$ cat src/rtl/strobe_pkg.sv
package strobe_pkg;
  localparam int NUM_STROBES = 3;

  typedef enum int {
    STB_WR  = 0,
    STB_RD  = 1,
    STB_ALE = 2
  } strobe_idx_e;
endpackage

$ cat src/rtl/strobe_sync.sv
// Flip-flop chain that brings one asynchronous level into the clk domain.
module strobe_sync #(
  parameter int STAGES = 2
) (
  input  logic clk,
  input  logic rst,
  input  logic async_i,
  output logic sync_o
);
  localparam int LAST = STAGES - 1;

  logic [LAST:0] chain_q;

  generate
    if (STAGES == 1) begin : g_single
      always_ff @(posedge clk) begin
        if (rst) chain_q <= '0;
        else     chain_q <= async_i;
      end
    end else begin : g_multi
      always_ff @(posedge clk) begin
        if (rst) chain_q <= '0;
        else     chain_q <= {chain_q[LAST-1:0], async_i};
      end
    end
  endgenerate

  assign sync_o = chain_q[LAST];
endmodule

$ cat src/rtl/strobe_edge.sv
// Synchronizer, one delay stage and rising-edge pulse for a single strobe.
module strobe_edge #(
  parameter int STAGES    = 2,
  parameter bit REG_PULSE = 1'b1
) (
  input  logic clk,
  input  logic rst,
  input  logic raw_i,
  output logic level_o,
  output logic pulse_o
);
  logic level_dly_q;
  logic rise;

  strobe_sync #(.STAGES(STAGES)) u_sync (
    .clk     (clk),
    .rst     (rst),
    .async_i (raw_i),
    .sync_o  (level_o)
  );

  always_ff @(posedge clk) begin
    if (rst) level_dly_q <= 1'b0;
    else     level_dly_q <= level_o;
  end

  assign rise = level_o & ~level_dly_q;

  generate
    if (REG_PULSE) begin : g_reg
      logic pulse_q;
      always_ff @(posedge clk) begin
        if (rst) pulse_q <= 1'b0;
        else     pulse_q <= rise;
      end
      assign pulse_o = pulse_q;

      AST_PULSE_LATE_RISE: assert property (@(posedge clk) disable iff (rst)
        $rose(level_o) |=> pulse_o);
    end else begin : g_comb
      assign pulse_o = rise;

      AST_PULSE_SAME_RISE: assert property (@(posedge clk) disable iff (rst)
        $rose(level_o) |-> pulse_o);
    end
  endgenerate

  AST_PULSE_SINGLE: assert property (@(posedge clk) disable iff (rst)
    pulse_o |=> !pulse_o);
endmodule

$ cat src/rtl/bus_strobe_pulser.sv
module bus_strobe_pulser
  import strobe_pkg::*;
#(
  parameter int                ADDR_W      = 8,
  parameter logic [ADDR_W-1:0] TARGET_ADDR = ADDR_W'('h5A),
  parameter int                SYNC_STAGES = 2,
  parameter bit                REG_PULSE   = 1'b1
) (
  input  logic              clk,
  input  logic              rst,
  input  logic              bus_wr_i,
  input  logic              bus_rd_i,
  input  logic              bus_ale_i,
  input  logic [ADDR_W-1:0] bus_addr_i,
  output logic              wr_level_o,
  output logic              rd_level_o,
  output logic              ale_level_o,
  output logic              wr_pulse_o,
  output logic              rd_pulse_o,
  output logic              ale_pulse_o,
  output logic              reg_written_o
);
  logic [NUM_STROBES-1:0] raw_vec;
  logic [NUM_STROBES-1:0] level_vec;
  logic [NUM_STROBES-1:0] pulse_vec;
  logic                   written_q;

  assign raw_vec[STB_WR]  = bus_wr_i;
  assign raw_vec[STB_RD]  = bus_rd_i;
  assign raw_vec[STB_ALE] = bus_ale_i;

  generate
    for (genvar i = 0; i < NUM_STROBES; i++) begin : g_strobe
      strobe_edge #(
        .STAGES    (SYNC_STAGES),
        .REG_PULSE (REG_PULSE)
      ) u_edge (
        .clk     (clk),
        .rst     (rst),
        .raw_i   (raw_vec[i]),
        .level_o (level_vec[i]),
        .pulse_o (pulse_vec[i])
      );
    end
  endgenerate

  always_ff @(posedge clk) begin
    if (rst) written_q <= 1'b0;
    else     written_q <= pulse_vec[STB_WR] && (bus_addr_i == TARGET_ADDR);
  end

  assign wr_level_o    = level_vec[STB_WR];
  assign rd_level_o    = level_vec[STB_RD];
  assign ale_level_o   = level_vec[STB_ALE];
  assign wr_pulse_o    = pulse_vec[STB_WR];
  assign rd_pulse_o    = pulse_vec[STB_RD];
  assign ale_pulse_o   = pulse_vec[STB_ALE];
  assign reg_written_o = written_q;

  AST_FLAG_NEEDS_MATCH: assert property (@(posedge clk) disable iff (rst)
    reg_written_o |-> ($past(wr_pulse_o) && ($past(bus_addr_i) == TARGET_ADDR)));

  AST_FLAG_SINGLE: assert property (@(posedge clk) disable iff (rst)
    reg_written_o |=> !reg_written_o);

  AST_NO_FLAG_WITHOUT_WRITE: assert property (@(posedge clk) disable iff (rst)
    !wr_pulse_o |=> !reg_written_o);
endmodule

$ cat config.mk
export PLATFORM = sky130hd
export DESIGN_NAME = bus_strobe_pulser
export DESIGN_NICKNAME = d
export VERILOG_FILES = /design/src/rtl/strobe_pkg.sv /design/src/rtl/strobe_sync.sv /design/src/rtl/strobe_edge.sv /design/src/rtl/bus_strobe_pulser.sv
export SDC_FILE = /design/constraint.sdc
export NUM_CORES = 1
export LEC_CHECK = 0
export ABC_CLOCK_PERIOD_IN_PS = 1080
export CORE_MARGIN = 8
export CORE_UTILIZATION = 29
export DETAILED_ROUTE_END_ITERATION = 12
export GPL_TIMING_DRIVEN = 0
export PLACE_DENSITY = 0.69
export SYNTH_ARGS = -nofsm -noshare
export SYNTH_HDL_FRONTEND = slang
export SYNTH_HIERARCHICAL = 1
export SYNTH_SLANG_ARGS = --single-unit
export TNS_END_PERCENT = 100
$ cat constraint.sdc
create_clock -name clk -period 1.08 [get_ports clk]
set_clock_uncertainty 0.05 [all_clocks]
set_input_delay 0.216 -clock clk [delete_from_list [all_inputs] [get_ports clk]]
set_output_delay 0.216 -clock clk [all_outputs]
set_load 0.02 [all_outputs]
* Word level (Yosys, flattened, before mapping) *
Index checks and enable logic that the tools add are counted.

storage, ports and cells
  bits of input ports = 13
  register bits = 13
  output and inout port bits = 7
  logic and storage cells = 18

cells by class
  reduce and logical (&&, ||, !) cells = 1
  equality and inequality tests = 1
  bitwise operators = 6

operator list
  cell                                                             count
  8-bit by 7-bit == test with 1-bit output, second input constant  1
  1-bit bitwise AND                                                3
  1-bit inverter                                                   3
  1-bit logical AND                                                1

* Depth between registers and ports, before layout *
  depth after elaboration = 2
  depth in mapped cells = 2
  mapped depth without buffers = 2

* By module *
Netlist, hierarchy kept.

by module, submodules not included
  module             times used  cells each  area each (µm²)  seq. area each (µm²)
  strobe_edge        3           4           58.8             40.0
  strobe_sync        3           4           52.6             40.0
  bus_strobe_pulser  1           4           55.1             20.0

* Worst setup path after synthesis *
OpenSTA, ideal clock, no wires.

  path kind = register -> register
  start = reg g_strobe[0].u_edge.g_reg.pulse_q
  end = reg written_q, in the netlist reg_written_o
  buffers on the path = 0
  data arrival time = 0.774 ns
  required time = 0.969 ns
  setup time = 0.061 ns
  stages on the path, launching flop included = 3
  period minus slack after synthesis = 0.885 ns
  path slack = 0.195 ns
  path through = dfxtp_1 -> and4bb_1 -> and4b_1

between the ends
  cells in the longest elaborated chain, start to end = 1

RTL lines
  element                   line                     source
  start: declaration        strobe_edge.sv:31        logic pulse_q;
  start signal: assignment  strobe_edge.sv:34        else pulse_q <= rise;
  1-bit logical AND         bus_strobe_pulser.sv:49  else written_q <= pulse_vec[STB_WR] && (bus_addr_i == TARGET_ADDR);
  end signal: assignment    bus_strobe_pulser.sv:49
  end: declaration          bus_strobe_pulser.sv:26  logic written_q;

Every way passes these cells.
A chain may end at the register's enable or synchronous reset.

* Worst setup path after layout *
  start = reg g_strobe[2].u_edge.u_sync.chain_q[1]
  end = out ale_level_o

RTL lines
  element                   line                     source
  start: declaration        strobe_sync.sv:12        logic [LAST:0] chain_q;
  start signal: assignment  strobe_sync.sv:23        else chain_q <= {chain_q[LAST-1:0], async_i};
  end: declaration          bus_strobe_pulser.sv:17  output logic ale_level_o,

No word-level cell between the ends.

==> results by group <==
Status
  • Status: complete, no violations

STA
  • Worst-Margin Slew: 0.267 ns
  • Max-slew violation count: 0
  • Fin crit period: 1.03 ns
  • Crit share post-route: 95.5%
  • Setup violations, final: 0
  • Setup slack after layout: 0.0482 ns
  • Max-slew headroom: 82.2%
  • Hold WS: around 0.26 ns
  • Final Hold Viols: 0
  • RSZ-0062 raised after global routing: false
  • Setup TNS: 0 ns
  • Maximum clock frequency: 969 MHz

Global route
  • Initial antenna violation count: 0
  • Gr ovfl total: 0
  • GRT Total Usage: under 10%
  • First-pass GRT wire length: 1130 um
  • Vias in the first global route: roughly 270
  • Largest net degree at the start of global routing: 14

Critical path
  • WP data required: 0.81 ns
  • WP buf/inv: 1
  • Max incr delay on CP: 0.35 ns
  • Worst Path Arrival: 0.77 ns
  • Slowest-stage cell, CP: dfxtp_1
  • Setup crit start kind: flip-flop
  • Worst Path Max Fanout: 3
  • Setup CP Type: reg -> out
  • Crit. End Element: output pin
  • Crit path cell chain: buf_4
  • CP top delay family: flip-flops

Detailed routing
  • Final WL: 754 um
  • Vias per Instance: 4.09
  • Antenna viol nets, final: 0
  • Starting DRC count in detailed routing: 2
  • Vias: 270
  • DR DRC count: 0
  • Drt pass-1 iters: 2
  • DR WL/cell: 11.4 um

Pwr
  • Clock power share: between 30% and 40%
  • Power per cell area: 1450 nW/um^2
  • Pint: 694 uW
  • Sw power: around 170 uW
  • Combinational power share: 9.5%
  • P_leak: 0.258 nW
  • Fraction of power consumed by sequential logic: 58.3%
  • Power Total: 861 uW
  • Switching Share: 19.4%
  • Max IR drop VDD: between 0.0009 and 0.001 V

Floorplanning
  • Initial Util: 30.3%
  • Die Height: 52.6 um
  • Core area: roughly 1300 um^2
  • # IOs: 20
  • Die ar.: approximately 2800 um^2
  • Die width: 52.6 um
  • Std cell rows: 13

Yosys
  • Top cells by area, synth: dfxtp_1, nor2b_1, nor3b_2, and4bb_1, and4b_1
  • Synth Register Bits: 13
  • Post-Syn Area: between 300 and 400 um^2
  • Post-synth top area cell: dfxtp_1
  • Seq/Total Area, Yosys: 66.9%
  • Synth Net Count: 41
  • Syn Inst Count: 28
  • Syn Area/Cell: approximately 14 um^2
  • Distinct cells, synth: 5
  • Top-area cell type share of the netlist area: 66.9%
  • Number of synthesis warnings: 6

Clocking
  • Post-CTS Repair Setup Buffers: 0
  • Clock latency on the worst-skew pair: 0.26 ns
  • Htree depth: 1
  • Cts hold-fix bufs: 0
  • Post-cts resize count: 29
  • Clk sink count: 13
  • Clock Path Buffers: 2
  • CTS clk-pin slew, worst paths: approximately 0.070 ns
  • TritonCTS clock tree: built
  • CTS buffer count: 3
  • Root Buffer: clkbuf_4

Flow run
  • Number of max-cap violations: 0

Place
  • Hpwl dp: 601 um
  • Buffers on Ports: 19
  • Placer Congestion: 0.628
  • Pre-CTS setup slack: -0.527 ns
  • Cell Area, Placed: 598 um^2

Layout
  • # fillers: 138
  • Layout Nets: 65
  • Finished Cell Area: 594 um^2
  • N_diodes: 0
  • Commonest non-fill, non-tap cells in the layout: dfxtp_1, clkdlybuf4s50_1, nor2b_1
  • Share of layout cells above drive strength 1: 31.4%
  • Layout area overhead: 52.7%

Hold path
  • Worst hold path class: in -> reg
-- per-stage QoR --
stage	util [%]	cells
6_report	46.3	66
2_1_floorplan	-	28
5_1_grt	46.3	66
4_1_cts	45.8	66
3_3_place_gp	46.5	62
3_5_place_dp	46.5	62
-- logic make-up after synthesis --
family / Yosys count / synth area share [%]
AND/OR/NAND/NOR: 15 / 33.1
flip-flops: 13 / 66.9
-- power groups by stage --
stage	sequential (mW)	clock [mW]	combinational [mW]
after detailed placement	0.513	0	0.0893
after floorplan	0.521	0	0.0153
after global placement	0.512	0	0.0881
after CTS	0.501	0.299	0.0812
after global routing	0.504	0.321	0.0884
final	0.502	0.278	0.0817
-- synthesized netlist by cell type --
library cell	count
nor3b_2	3
nor2b_1	9
dfxtp_1	13
and4b_1	1
and4bb_1	2
-- final cells by class --
cell class                      instances  area, um^2  area share, %
Sequential cell                        13         263           44.2
Clock buffer                            4        26.3           4.42
Multi-Input combinational cell         15         129           21.7
Tap cell                               15        18.8           3.16
Timing Repair Buffer                   19         158           26.5
-- registers in the layout, indices dropped and copies added, names as in the netlist --
register and flops:
g_strobe.u_edge/level_dly_q 3, g_strobe.u_edge/pulse_o 3, g_strobe.u_edge/u_sync/chain_q 6, reg_written_o 1
-- layer usage --
| metal | vias to the layer above | global-route usage (%) | share of wire (%) |
|---|---|---|---|
| met2 | 9 | 8.70 | 50 |
| li1 | 139 | - | - |
| met3 | 0 | 5.40 | 7.6 |
| met5 | - | 0 | 0 |
| met4 | 0 | 1.29 | 0 |
| met1 | 122 | 5.66 | 42 |
-- path summary, 6_finish.rpt --
path                                                         from                                              end  slack (ns)  cells past startpoint
hold reg to reg         g_strobe[1].u_edge/level_dly_q$_SDFF_PP0_            g_strobe[1].u_edge/pulse_o$_SDFF_PP0_        0.35                      1
hold / removal                                                rst  g_strobe[0].u_edge/u_sync/chain_q[1]$_SDFF_PP0_        0.26                      2
setup reg to reg            g_strobe[0].u_edge/pulse_o$_SDFF_PP0_                         reg_written_o$_SDFF_PP0_        0.27                      2
setup / recovery  g_strobe[2].u_edge/u_sync/chain_q[1]$_SDFF_PP0_                                      ale_level_o        0.05                      1
Power figures use the tool's default switching activity.
